<file path="src/rtl/posport_pkg.sv">
package posport_pkg;
  typedef enum logic {
    LANE_LSB_UP = 1'b0,
    LANE_MSB_UP = 1'b1
  } lane_order_e;

  localparam int unsigned BYTE_W = 8;
endpackage

</file>
<file path="src/rtl/posport_gate.sv">
module posport_gate (
  input  logic freeze_n_i,
  input  logic busy_i,
  input  logic rd_en_n_i,
  input  logic preset_n_i,
  output logic xfer_ok_o,
  output logic drive_o
);
  // Transfer only when the host is not freezing and the counter is settled.
  always_comb begin
    xfer_ok_o = freeze_n_i & ~busy_i;
  end

  // A preset turns the pins into inputs, so it overrides the read enable.
  always_comb begin
    drive_o = ~rd_en_n_i & preset_n_i;
  end
endmodule

</file>
<file path="src/rtl/posport_hold.sv">
module posport_hold #(
  parameter int unsigned POS_W = 16
) (
  input  logic             clk,
  input  logic             rst_n,
  input  logic             xfer_ok_i,
  input  logic [POS_W-1:0] pos_i,
  output logic [POS_W-1:0] held_o
);
  always_ff @(posedge clk or negedge rst_n) begin
    if (!rst_n) begin
      held_o <= '0;
    end else if (xfer_ok_i) begin
      held_o <= pos_i;
    end
  end
endmodule

</file>
<file path="src/rtl/posport_lanes.sv">
module posport_lanes
  import posport_pkg::*;
#(
  parameter int unsigned POS_W = 16
) (
  input  logic             byte_sel_i,
  input  logic [POS_W-1:0] held_i,
  output logic [POS_W-1:0] lanes_o
);
  localparam int unsigned HALF_W = POS_W / 2;

  lane_order_e order;
  always_comb begin
    order = lane_order_e'(byte_sel_i);
  end

  for (genvar b = 0; b < HALF_W; b++) begin : g_bit
    always_comb begin
      if (order == LANE_MSB_UP) begin
        lanes_o[HALF_W + b] = held_i[HALF_W + b];
        lanes_o[b]          = held_i[b];
      end else begin
        lanes_o[HALF_W + b] = held_i[b];
        lanes_o[b]          = held_i[HALF_W + b];
      end
    end
  end
endmodule

</file>
<file path="src/rtl/posport_out.sv">
module posport_out
  import posport_pkg::*;
#(
  parameter int unsigned POS_W = 16
) (
  input  logic             clk,
  input  logic             rst_n,
  input  logic [POS_W-1:0] pos_i,
  input  logic             busy_i,
  input  logic             freeze_n_i,
  input  logic             byte_sel_i,
  input  logic             rd_en_n_i,
  input  logic             preset_n_i,
  output logic [POS_W-1:0] data_o,
  output logic             data_oe_o
);
  logic             xfer_ok;
  logic [POS_W-1:0] held_q;

  posport_gate u_gate (
    .freeze_n_i (freeze_n_i),
    .busy_i     (busy_i),
    .rd_en_n_i  (rd_en_n_i),
    .preset_n_i (preset_n_i),
    .xfer_ok_o  (xfer_ok),
    .drive_o    (data_oe_o)
  );

  posport_hold #(.POS_W(POS_W)) u_hold (
    .clk       (clk),
    .rst_n     (rst_n),
    .xfer_ok_i (xfer_ok),
    .pos_i     (pos_i),
    .held_o    (held_q)
  );

  posport_lanes #(.POS_W(POS_W)) u_lanes (
    .byte_sel_i (byte_sel_i),
    .held_i     (held_q),
    .lanes_o    (data_o)
  );
endmodule

</file>
<file path="config.mk">
export PLATFORM = sky130hd
export DESIGN_NAME = posport_out
export DESIGN_NICKNAME = d
export VERILOG_FILES = /design/src/rtl/posport_pkg.sv /design/src/rtl/posport_gate.sv /design/src/rtl/posport_hold.sv /design/src/rtl/posport_lanes.sv /design/src/rtl/posport_out.sv
export SDC_FILE = /design/constraint.sdc
export NUM_CORES = 1
export LEC_CHECK = 0
export ABC_AREA = 1
export BUFFER_PORTS_ARGS = -buffer_cell sky130_fd_sc_hd__buf_2
export CORE_MARGIN = 2
export CORE_UTILIZATION = 50
export DETAILED_ROUTE_END_ITERATION = 10
export PLACE_DENSITY = 0.82
export SETUP_SLACK_MARGIN = 0.3
export SLEW_MARGIN = 5
export SYNTH_ARGS = -nofsm -noshare
export SYNTH_HDL_FRONTEND = slang
export SYNTH_HIERARCHICAL = 1
export SYNTH_SLANG_ARGS = --single-unit
</file>
<file path="constraint.sdc">
create_clock -name clk -period 1.3 [get_ports clk]
set_input_delay 0 -clock clk [delete_from_list [all_inputs] [get_ports clk]]
set_output_delay 0 -clock clk [all_outputs]
set_load 0.03 [all_outputs]
</file>
==> results by group <==
Yosys
  – Top FF cell, synth: dfrtp_1
  – Gate Count Post-Synth: 124
  – Simple-Gate Fraction of Synth Area: 45.91%
  – Seq/Total Area, Yosys: 42.22%
  – Yosys synthesis warning count: 6
  – Most frequent cells after synthesis: nand2_1, nand2_2, dfrtp_1, buf_6
  – Multiplexer area fraction after synthesis: 0%
  – Area leader, netlist: dfrtp_1
  – Synth area leaders: dfrtp_1, nand2_1, nand2_2, buf_6, buf_12
  – Yosys reg bits: 16
  – Xor/xnor cell area share of the yosys netlist: 0%
  – Net count after synthesis: 147
  – Cell with the most instances after synthesis: nand2_1
  – Mapped Area: 948.4 sq um
  – Synth Area in Compound Gates: 0%
  – Cell variety after synth: 9
  – Synth top area share: 42.22%
  – Ys async rst share: 100.0%
  – EDFF count, synth: 0
  – Post-synthesis adder-cell area fraction: 0%
  – Mapped Avg Cell Area: 7.648 sq um
  – Main combinational cell family by area after synthesis: simple AND/OR/NAND/NOR gates

Critical path
  – Crit-path cells: nand2_1 > nand2_1 > buf_6
  – Buf/Inv on CP: 1
  – Family with the most delay on the worst path: flip-flops
  – Startpoint types: register
  – Crit Path Class: register to primary output
  – Critical Path RT: 1.30 ns
  – Most used cell, CP: nand2_1
  – Critical path fanouts, max: 3
  – CP arrival: 1.03 ns
  – Worst stage delay on the critical path: 0.42 ns
  – Worst setup EP type: primary output
  – Slowest cell on the critical path: dfrtp_1

Timing
  – Slew of the pin with the lowest slew margin: 0.5317 ns
  – Setup TNS: 0 ns
  – Clock skew: 0 ns
  – Fmax: 0.9706 GHz
  – Max_slew headroom: 64.51%
  – Fin. Hold Viols: 0
  – Final setup fails: 0
  – Max-slew violation count: 0
  – Final period util: 79.25%
  – Fin crit period: 1.030 ns
  – RSZ-0062 raised after global routing: yes

Layout
  – Fraction of layout cells with a size suffix above 1: 45.79%
  – Area delta synth->final: 56.86%
  – Largest regs: u_hold/held_o x16
  – # diodes: 0
  – Reg area: 400.4 sq um
  – Utilization after layout: 84.33%
  – Max FFs per register: 16
  – Final nets: 215
  – Multi-input gate area: 442.9 sq um
  – Top reg by flops: u_hold/held_o
  – Fin area: 0.001488 sq mm
  – Fill count: 106

Min path
  – Min-delay worst type: input port to register

Clocking
  – Clock latency on the worst-skew pair: 0.29 ns
  – Clock sink count: 16
  – CTS Buf Count: 3
  – Clk root buf: clkbuf_4
  – CTS tree: done
  – Clock Tree Buf Depth: 2
  – Reg clk slew, reported paths: 0.10 ns
  – H-tree depth: 1

Pwr
  – Power per cell area: 1051 mW/mm^2
  – Max rail drop VDD: 811.2 uV
  – Leakage power: 0.8388 nW

Floorplan
  – Chip Height: 47.55 um
  – Initial Utilization: 53.76%
  – CORE AREA: 0.001764 sq mm
  – Die area: 0.002261 sq mm
  – Ports: 40
  – Die X-Extent: 47.55 um
  – Site row count: 15

Global routing
  – Vias in the first global route: 821
  – Total gr overflow: 0
  – First-pass GRT wire length: 3.332 mm
  – Maximum number of pins on one net before global-route repair: 18
  – Tot GR Track Use: 21.02%
  – Antenna violations before repair: 0

Drt
  – Routed len/inst: 12.82 um
  – ANT nets after route: 0
  – Detailed Route WL: 2.756 mm
  – Drt first-iter violations: 35
  – Vias: 1042
  – Drt first pass iters: 4
  – DRC violations left: 0
  – DR vias/cell: 4.847

Placement
  – Post-DP HPWL: 1.392 mm
  – GPL Wtd Cong: 0.7698
  – Area post-placement: 0.001097 sq mm
  – IO Port Bufs: 39

Outcome
  – Status: finished clean

Job
  – Max Cap Viol: 0
==> worst paths after layout <==
kind                            slack [ns]                       endpoint                     startpoint  cells after the start
min in group asynchronous             0.13   u_hold/held_o[7]$_DFFE_PN0P_                          rst_n                      2
max in group asynchronous             0.90  u_hold/held_o[12]$_DFFE_PN0P_                          rst_n                      2
worst max register to register        0.43  u_hold/held_o[11]$_DFFE_PN0P_  u_hold/held_o[11]$_DFFE_PN0P_                      4
worst min register to register        0.53  u_hold/held_o[10]$_DFFE_PN0P_  u_hold/held_o[10]$_DFFE_PN0P_                      2
worst max-delay path                  0.27                      data_o[1]   u_hold/held_o[1]$_DFFE_PN0P_                      3
worst min-delay path                  0.05   u_hold/held_o[1]$_DFFE_PN0P_                         busy_i                      4
==> routing by layer <==
layer	up-vias	share of wire (%)	track usage [%]	routed length, um
met5	-	0	0	0
met4	0	3.5	9.189	96
met3	10	6.1	2.264	169
met2	56	52	35.95	1420
met1	478	39	26.99	1069
li1	498	-	-	-
==> cells in the final DEF, fill, tap and decap left out, drive strengths merged <==
master / netlist / layout
clkbuf: 0 / 3
buf: 6 / 52
inv: 4 / 4
dlygate4sd3: 0 / 17
dfrtp: 16 / 16
nor2: 2 / 2
nand2: 96 / 96
==> cell families after synthesis <==
kind of cell	Yosys count
buffers and inverters	10
flip-flops	16
AND/OR/NAND/NOR	98
==> power by group <==
part	internal, mW	leakage, nW	total, mW	switching (mW)
Clock	0.108	0.0138	0.270	0.163
Sequential	0.560	0.198	0.619	0.0596
Combinational	0.313	0.627	0.674	0.361
==> stage by stage <==
stage / std cells / worst slack [ns] / power (mW) / hold slack, ns
CTS: 208 / 0.2973 / 1.432 / 0.04691
floorplan: 124 / 0.6586 / 0.9569 / -0.2956
finish: 215 / 0.2697 / 1.564 / 0.05015
detailed placement: 183 / 0.3347 / 1.070 / -0.07139
global placement: 183 / 0.4074 / 1.053 / -0.08196
global route: 215 / 0.2220 / 1.633 / 0.06985
==> repair_timing <==
item                                    4_1_cts  5_1_grt
hold buffers                                 17        0
buffers inserted                              5        7
endpoints found under the setup margin       12       16
pin swaps                                     0       13
resized for setup                            14       26
endpoints found under the hold margin        32        0
==> worst register-to-register path, stage by stage (launching register included) <==
cell and delay (ns):
dfrtp_1 0.42, buf_4 0.14, buf_4 0.12, nand2_2 0.05, nand2_1 0.04
==> cell type report <==
class,instances,share of cell area (%)
inverters,4,1.850
multi-input cells,98,29.77
repair buffers,69,37.85
clock buffers,3,1.514
flip-flops and latches,16,26.91
well taps,25,2.103
No activity file was read; power rests on OpenSTA's default activity.
